### src/rtl/fwd_pkg.sv
package fwd_pkg;

   // Operand path select codes; the ALU input mux decodes these values.
   typedef enum logic [1:0] {
      SEL_RF  = 2'b00,
      SEL_EM  = 2'b01,
      SEL_MW  = 2'b10,
      SEL_BAD = 2'b11
   } fwd_sel_e;

   // Producer slots, youngest first; the slot order is the priority order.
   localparam int unsigned NPROD   = 2;
   localparam int unsigned PROD_EM = 0;
   localparam int unsigned PROD_MW = 1;

   function automatic fwd_sel_e slot_to_sel(input int unsigned slot);
      fwd_sel_e s;
      case (slot)
         PROD_EM: s = SEL_EM;
         PROD_MW: s = SEL_MW;
         default: s = SEL_RF;
      endcase
      return s;
   endfunction

endpackage

### src/rtl/fwd_match.sv
// Decides whether one producer supplies one consumer source.
module fwd_match #(
   parameter int unsigned RIDX      = 5,
   parameter bit          ZERO_LOCK = 1'b1
) (
   input  logic [RIDX-1:0] src,
   input  logic [RIDX-1:0] dst,
   input  logic            wen,
   output logic            hit
);

   logic same;
   logic dst_live;

   assign same = (src == dst);

   generate
      if (ZERO_LOCK) begin : g_lock
         assign dst_live = |dst;
      end else begin : g_nolock
         assign dst_live = 1'b1;
      end
   endgenerate

   assign hit = wen & same & dst_live;

endmodule

### src/rtl/fwd_operand.sv
// Steers one ALU operand among the register file and all producer slots.
module fwd_operand
   import fwd_pkg::*;
#(
   parameter int unsigned XLEN      = 32,
   parameter int unsigned RIDX      = 5,
   parameter bit          ZERO_LOCK = 1'b1
) (
   input  logic [RIDX-1:0]            src,
   input  logic [XLEN-1:0]            rf_val,
   input  logic [NPROD-1:0][RIDX-1:0] p_dst,
   input  logic [NPROD-1:0]           p_wen,
   input  logic [NPROD-1:0][XLEN-1:0] p_val,
   output fwd_sel_e                   sel,
   output logic [XLEN-1:0]            val
);

   logic [NPROD-1:0] hit;

   genvar gp;
   generate
      for (gp = 0; gp < NPROD; gp++) begin : g_prod
         fwd_match #(
            .RIDX      (RIDX),
            .ZERO_LOCK (ZERO_LOCK)
         ) u_match (
            .src (src),
            .dst (p_dst[gp]),
            .wen (p_wen[gp]),
            .hit (hit[gp])
         );
      end
   endgenerate

   // Scan from oldest to youngest so that the youngest hit is kept last.
   always_comb begin
      sel = SEL_RF;
      val = rf_val;
      for (int k = NPROD - 1; k >= 0; k--) begin
         if (hit[k]) begin
            sel = slot_to_sel(k);
            val = p_val[k];
         end
      end
   end

endmodule

### src/rtl/fwd_dec_bypass.sv
// Write-through on a decode read port: the writeback value is visible in the same cycle.
module fwd_dec_bypass #(
   parameter int unsigned XLEN      = 32,
   parameter int unsigned RIDX      = 5,
   parameter bit          ZERO_LOCK = 1'b1
) (
   input  logic [RIDX-1:0] src,
   input  logic [XLEN-1:0] raw,
   input  logic [RIDX-1:0] wb_dst,
   input  logic            wb_wen,
   input  logic [XLEN-1:0] wb_val,
   output logic [XLEN-1:0] rd
);

   logic hit;

   fwd_match #(
      .RIDX      (RIDX),
      .ZERO_LOCK (ZERO_LOCK)
   ) u_match (
      .src (src),
      .dst (wb_dst),
      .wen (wb_wen),
      .hit (hit)
   );

   assign rd = hit ? wb_val : raw;

endmodule

### src/rtl/fwd_unit.sv
module fwd_unit
   import fwd_pkg::*;
#(
   parameter int unsigned XLEN      = 32,
   parameter int unsigned NREG      = 32,
   parameter bit          ZERO_LOCK = 1'b1,
   parameter bit          REG_OUT   = 1'b0,
   localparam int unsigned RIDX     = (NREG > 1) ? $clog2(NREG) : 1
) (
   input  logic            clk,
   input  logic            rst_n,
   input  logic [RIDX-1:0] ex_src_a,
   input  logic [RIDX-1:0] ex_src_b,
   input  logic [XLEN-1:0] ex_rf_a,
   input  logic [XLEN-1:0] ex_rf_b,
   input  logic [RIDX-1:0] em_dst,
   input  logic            em_wen,
   input  logic [XLEN-1:0] em_val,
   input  logic [RIDX-1:0] mw_dst,
   input  logic            mw_wen,
   input  logic [XLEN-1:0] mw_val,
   input  logic [RIDX-1:0] id_src_a,
   input  logic [RIDX-1:0] id_src_b,
   input  logic [XLEN-1:0] id_raw_a,
   input  logic [XLEN-1:0] id_raw_b,
   output logic [1:0]      sel_a,
   output logic [1:0]      sel_b,
   output logic [XLEN-1:0] opnd_a,
   output logic [XLEN-1:0] opnd_b,
   output logic [XLEN-1:0] id_rd_a,
   output logic [XLEN-1:0] id_rd_b
);

   localparam int unsigned NOPND = 2;

   generate
      if (XLEN < 1) begin : g_bad_xlen
         $error("fwd_unit: XLEN must be at least 1");
      end
      if (NREG < 2) begin : g_bad_nreg
         $error("fwd_unit: NREG must be at least 2");
      end
   endgenerate

   // Gather the producers into slot arrays in priority order.
   logic [NPROD-1:0][RIDX-1:0] p_dst;
   logic [NPROD-1:0]           p_wen;
   logic [NPROD-1:0][XLEN-1:0] p_val;

   always_comb begin
      p_dst[PROD_EM] = em_dst;
      p_wen[PROD_EM] = em_wen;
      p_val[PROD_EM] = em_val;
      p_dst[PROD_MW] = mw_dst;
      p_wen[PROD_MW] = mw_wen;
      p_val[PROD_MW] = mw_val;
   end

   logic [NOPND-1:0][RIDX-1:0] c_src;
   logic [NOPND-1:0][XLEN-1:0] c_rf;
   logic [NOPND-1:0][RIDX-1:0] d_src;
   logic [NOPND-1:0][XLEN-1:0] d_raw;
   fwd_sel_e                   n_sel [NOPND];
   logic [NOPND-1:0][XLEN-1:0] n_val;
   logic [NOPND-1:0][XLEN-1:0] n_dec;

   assign c_src[0] = ex_src_a;
   assign c_src[1] = ex_src_b;
   assign c_rf[0]  = ex_rf_a;
   assign c_rf[1]  = ex_rf_b;
   assign d_src[0] = id_src_a;
   assign d_src[1] = id_src_b;
   assign d_raw[0] = id_raw_a;
   assign d_raw[1] = id_raw_b;

   genvar go;
   generate
      for (go = 0; go < NOPND; go++) begin : g_opnd
         fwd_operand #(
            .XLEN      (XLEN),
            .RIDX      (RIDX),
            .ZERO_LOCK (ZERO_LOCK)
         ) u_opnd (
            .src    (c_src[go]),
            .rf_val (c_rf[go]),
            .p_dst  (p_dst),
            .p_wen  (p_wen),
            .p_val  (p_val),
            .sel    (n_sel[go]),
            .val    (n_val[go])
         );

         fwd_dec_bypass #(
            .XLEN      (XLEN),
            .RIDX      (RIDX),
            .ZERO_LOCK (ZERO_LOCK)
         ) u_dec (
            .src    (d_src[go]),
            .raw    (d_raw[go]),
            .wb_dst (mw_dst),
            .wb_wen (mw_wen),
            .wb_val (mw_val),
            .rd     (n_dec[go])
         );
      end
   endgenerate

   generate
      if (REG_OUT) begin : g_reg
         always_ff @(posedge clk or negedge rst_n) begin
            if (!rst_n) begin
               sel_a   <= 2'b00;
               sel_b   <= 2'b00;
               opnd_a  <= '0;
               opnd_b  <= '0;
               id_rd_a <= '0;
               id_rd_b <= '0;
            end else begin
               sel_a   <= n_sel[0];
               sel_b   <= n_sel[1];
               opnd_a  <= n_val[0];
               opnd_b  <= n_val[1];
               id_rd_a <= n_dec[0];
               id_rd_b <= n_dec[1];
            end
         end
      end else begin : g_comb
         assign sel_a   = n_sel[0];
         assign sel_b   = n_sel[1];
         assign opnd_a  = n_val[0];
         assign opnd_b  = n_val[1];
         assign id_rd_a = n_dec[0];
         assign id_rd_b = n_dec[1];
      end
   endgenerate

endmodule

### config.mk
export PLATFORM = sky130hd
export DESIGN_NAME = fwd_unit
export DESIGN_NICKNAME = d
export VERILOG_FILES = /design/src/rtl/fwd_pkg.sv /design/src/rtl/fwd_match.sv /design/src/rtl/fwd_operand.sv /design/src/rtl/fwd_dec_bypass.sv /design/src/rtl/fwd_unit.sv
export SDC_FILE = /design/constraint.sdc
export NUM_CORES = 1
export LEC_CHECK = 0
export BUFFER_PORTS_ARGS = -buffer_cell sky130_fd_sc_hd__buf_4
export CORE_AREA = 2 2 140 142
export DETAILED_ROUTE_END_ITERATION = 7
export DIE_AREA = 0 0 142 144
export PLACE_DENSITY = 0.51
export SETUP_SLACK_MARGIN = 0.15
export SYNTH_ARGS = -nofsm -noshare
export SYNTH_HDL_FRONTEND = slang
export SYNTH_SLANG_ARGS = --single-unit
### constraint.sdc
create_clock -name vclk -period 2.3
set_input_delay 0.23 -clock vclk [all_inputs]
set_output_delay 0.23 -clock vclk [all_outputs]
set_load 0.01 [all_outputs]
---- Word-level counts from Yosys, hierarchy flattened ----
Cells that the tools add are included.
storage, ports and cells
  output and inout port bits .............. 132
  bits in registers ....................... 0
  input port bits ......................... 226
  logic and storage cells ................. 30
cells by class
  mux-type cells .......................... 10
  reductions and logical operators ........ 2
  bitwise gates (word level) .............. 12
  eq/ne operators ......................... 6
operators by type and width
  cell                number
  2-to-1 mux 32 bit   6
  == test 5 bit       6
  bitwise AND 1 bit   12
  OR reduction 5 bit  2
  2-to-1 mux 2 bit    4

---- Logic depth before layout (Yosys ltp) ----
  depth in word-level cells ............... 5
  depth in mapped cells ................... 7
  mapped depth without buffers ............ 5

---- By module ----
Synthesis repeated with hierarchy kept, for this count alone.
unflattened totals
  cell total of the unflattened synthesis .. 350
  area total of the unflattened synthesis .. 2947.8 um^2
modules (own cells, without submodules)
  module          instances  area each (um^2)  seq. area each (um^2)  cells an instance
  fwd_operand     2          719.4             0.0                    109
  fwd_dec_bypass  2          544.3             0.0                    36
  fwd_match       6          70.1              0.0                    10

---- Worst setup path before layout ----
OpenSTA, ideal clock, no wires.
  path kind ............................... input -> output
  from .................................... input port mw_dst[2]
  to ...................................... output port opnd_a[14]
  path slack .............................. 0.268 ns
  stages on the path ...................... 7
  path buffers ............................ 3
  required time ........................... 2.070 ns
  arrival time ............................ 1.802 ns
  cell sequence ........................... clkbuf_1 > or4_4 > o21ai_4 > buf_6 > buf_6 > o31ai_1 > a31oi_1
on the way
  cells in the longest elaborated chain, start to end .. 5
  elaborated cells on any way between the ends .. 6
  those cells by class .................... 1 x eq/ne; 2 x mux; 2 x bitwise; 1 x reduce/logical
RTL lines
  element                           RTL line           text
  from (decl)                       fwd_unit.sv:19     input logic [RIDX-1:0] mw_dst,
  == test 5 bit                     fwd_match.sv:15    assign same = (src == dst);
  bitwise AND 1 bit                 fwd_match.sv:25    assign hit = wen & same & dst_live;
  bitwise AND 1 bit *               fwd_match.sv:25
  2-to-1 mux 32 bit * (2 in a row)  fwd_operand.sv:40  if (hit[k]) begin
  to (decl)                         fwd_unit.sv:28     output logic [XLEN-1:0] opnd_a,
Every way passes the cells marked *; elsewhere a longest branch is shown, timed or not.

---- Worst setup path after layout ----
  from .................................... input port mw_dst[1]
  to ...................................... output port id_rd_b[21]
on the way
  cells in the longest elaborated chain, start to end .. 4
  elaborated cells on any way between the ends .. 5
  those cells by class .................... 1 x eq/ne; 1 x mux; 2 x bitwise; 1 x reduce/logical
RTL lines
  element              RTL line              text
  == test 5 bit        fwd_match.sv:15
  bitwise AND 1 bit    fwd_match.sv:25
  bitwise AND 1 bit *  fwd_match.sv:25
  2-to-1 mux 32 bit *  fwd_dec_bypass.sv:27  assign rd = hit ? wb_val : raw;
  to (decl)            fwd_unit.sv:31        output logic [XLEN-1:0] id_rd_b
Marks and branches as above.

==> summary.md <==
| Metric | Value |
|---|---|
| Status | complete, no violations |
| Area after DPL | 6520 sq um |
| DRC Markers | 0 |
| Vias/cell | 5.33 |
| First-pass DRT Iterations | 5 |
| Vias in the first global route | 5122 |
| Post-Syn Area | 3410 sq um |
| Peak supply drop | 0.118 mV |
| Final Util | 0.381 |
| Initial antenna violation count | 0 |
| GRT Util Overall | 0.189 |
| Setup_tns | 0 ns |
| Max Freq | 448 MHz |
| Hold Worst Slack | 0.757 ns |
| Drt first-iter violations | 381 |
| End point of the critical path | id_rd_b[21] |
| Warnings, synthesis | 0 |
| Row count | 51 |
| Setup crit start | mw_dst[1] |
| Largest net degree at the start of global routing | 65 |
| Height of the die | 144 um |
| Pre-CTS setup slack | -0.0682 ns |
| Mapped Avg Cell Area | 7.55 sq um |
| Hold Vio Cnt, Final | 0 |
| RSZ-0062 raised after global routing | true |
| Mapped Cells | 451 |
| CP Launch Type | input pin |
| Area grow syn2layout | 113% |
| Storage cell area | 0 sq um |
| Overflow after GRT | 0 |
| Slew @ Worst Pin | 0.497 ns |
| Mapped Nets | 677 |
| Die width | 142 um |
| Core ar. | 19100 sq um |
| Via Count | 5515 |
| Critical path type | in2out |
| Initial Util | 0.179 |
| Fin area | 7270 sq um |
| IO buf count | 356 |
| Post-DRT Antenna Nets | 0 |
| Post-CTS Hold Fix Bufs | 0 |
| Share of layout cells above drive strength 1 | 0.668 |
| Final worst slack | 0.0667 ns |
| I/O pin cnt | 358 |
| Placed insts | 1016 |
| Hold Path Class | in2out |
| FFs & Latches | 0 |
| Multi-input logic area | 3420 sq um |
| Placer Congestion | 0.802 |
| DR WL/cell | 21.7 um |
| Critical Path RT | 2.07 ns |
| Critical Path End Type | primary output |
| Final instance count without filler cells | 1034 |
| Max Cap Violations | 0 |
| First-pass GRT wire length | 30.6 mm |
| Tot Pwr | 1.58 mW |
| DRT Wirelength | 22.4 mm |
| Clock buffers | 0 |
| # fillers | 1998 |
| Relative slew slack | 0.666 |
| Nets | 1024 |
| PD cells | 218 nW/um^2 |
| Fin crit period | 2.23 ns |
| Final max-slew violation count | 0 |
| Final setup fails | 0 |
| Most frequent cells in the layout | buf_4, nand4_1, nor3_1 |
| CP max FO | 11 |
| Final worst-path cycle share | 0.971 |
| Yosys cell types | 27 |
| Dpl hpwl | 17.1 mm |
| Die ar. | 20400 sq um |
| Crit path arrival time | 2.00 ns |
| Seq/Total Area, Yosys | 0 |
| Leading cell type in the layout, fill and taps excluded | buf_4 |
| Pleak | 3.04 nW |
| ANT cells | 0 |
timing repair:
action,CTS,global route
setup endpoints to repair,125,120
pin swaps,8,61
gates resized for setup,19,73
setup buffers,1,11
gates cloned,1,5
worst min-delay path by stage:
stage | from | endpoint | slack, ns | depth (start not counted)
after floorplan | mw_val[10] | id_rd_a[10] | 0.59 | 1
after global placement | id_raw_b[17] | id_rd_b[17] | 0.76 | 3
after detailed placement | id_raw_b[27] | id_rd_b[27] | 0.76 | 3
after CTS | id_raw_b[27] | id_rd_b[27] | 0.76 | 3
after global routing | id_raw_b[14] | id_rd_b[14] | 0.76 | 3
final | id_raw_b[14] | id_rd_b[14] | 0.76 | 3
cells in the mapped netlist (4+ instances only):
| library cell | count | area share |
|---|---|---|
| nand4_1 | 66 | 0.12 |
| clkbuf_1 | 41 | 0.045 |
| buf_2 | 13 | 0.019 |
| o31ai_1 | 64 | 0.14 |
| xnor2_1 | 16 | 0.041 |
| mux2_2 | 4 | 0.013 |
| nor3_1 | 66 | 0.097 |
| buf_1 | 8 | 0.0088 |
| mux2_4 | 60 | 0.26 |
| xor2_1 | 14 | 0.036 |
| buf_6 | 11 | 0.036 |
| a31oi_1 | 64 | 0.12 |
logic make-up (layout without fill, tap and decap cells):
| logic type | Yosys count | in the layout | synth area share |
|---|---|---|---|
| buf+inv | 77 | 422 | 0.116 |
| compound gates | 132 | 132 | 0.273 |
| simple gates | 148 | 148 | 0.256 |
| xor+xnor | 30 | 30 | 0.0771 |
| mux | 64 | 64 | 0.278 |
where the power goes:
group,switching (mW),internal [mW]
combinational,0.778,0.806
clock,0,0
sequential,0,0
routing by layer:
metal | vias up | routed length, um | global-route usage
li1 | 2527 | - | -
met3 | 25 | 1760 | 0.0242
met5 | - | 0 | 0
met4 | 0 | 279 | 0.0337
met1 | 2627 | 9160 | 0.249
met2 | 336 | 11200 | 0.333
final cells by class:
class / instances / area share
repair buffers: 420 / 0.487
multi-input cells: 374 / 0.471
inverters: 2 / 0.00138
well taps: 238 / 0.0410
critical path: stages:
cell	delay, ns
buf_8	0.10
or4_4	0.54
o21ai_4	0.19
buf_12	0.13
nor4_4	0.04
buf_6	0.15
buf_12	0.15
mux2_4	0.31
buf_4	0.14
No activity file was read; power rests on OpenSTA's default activity.
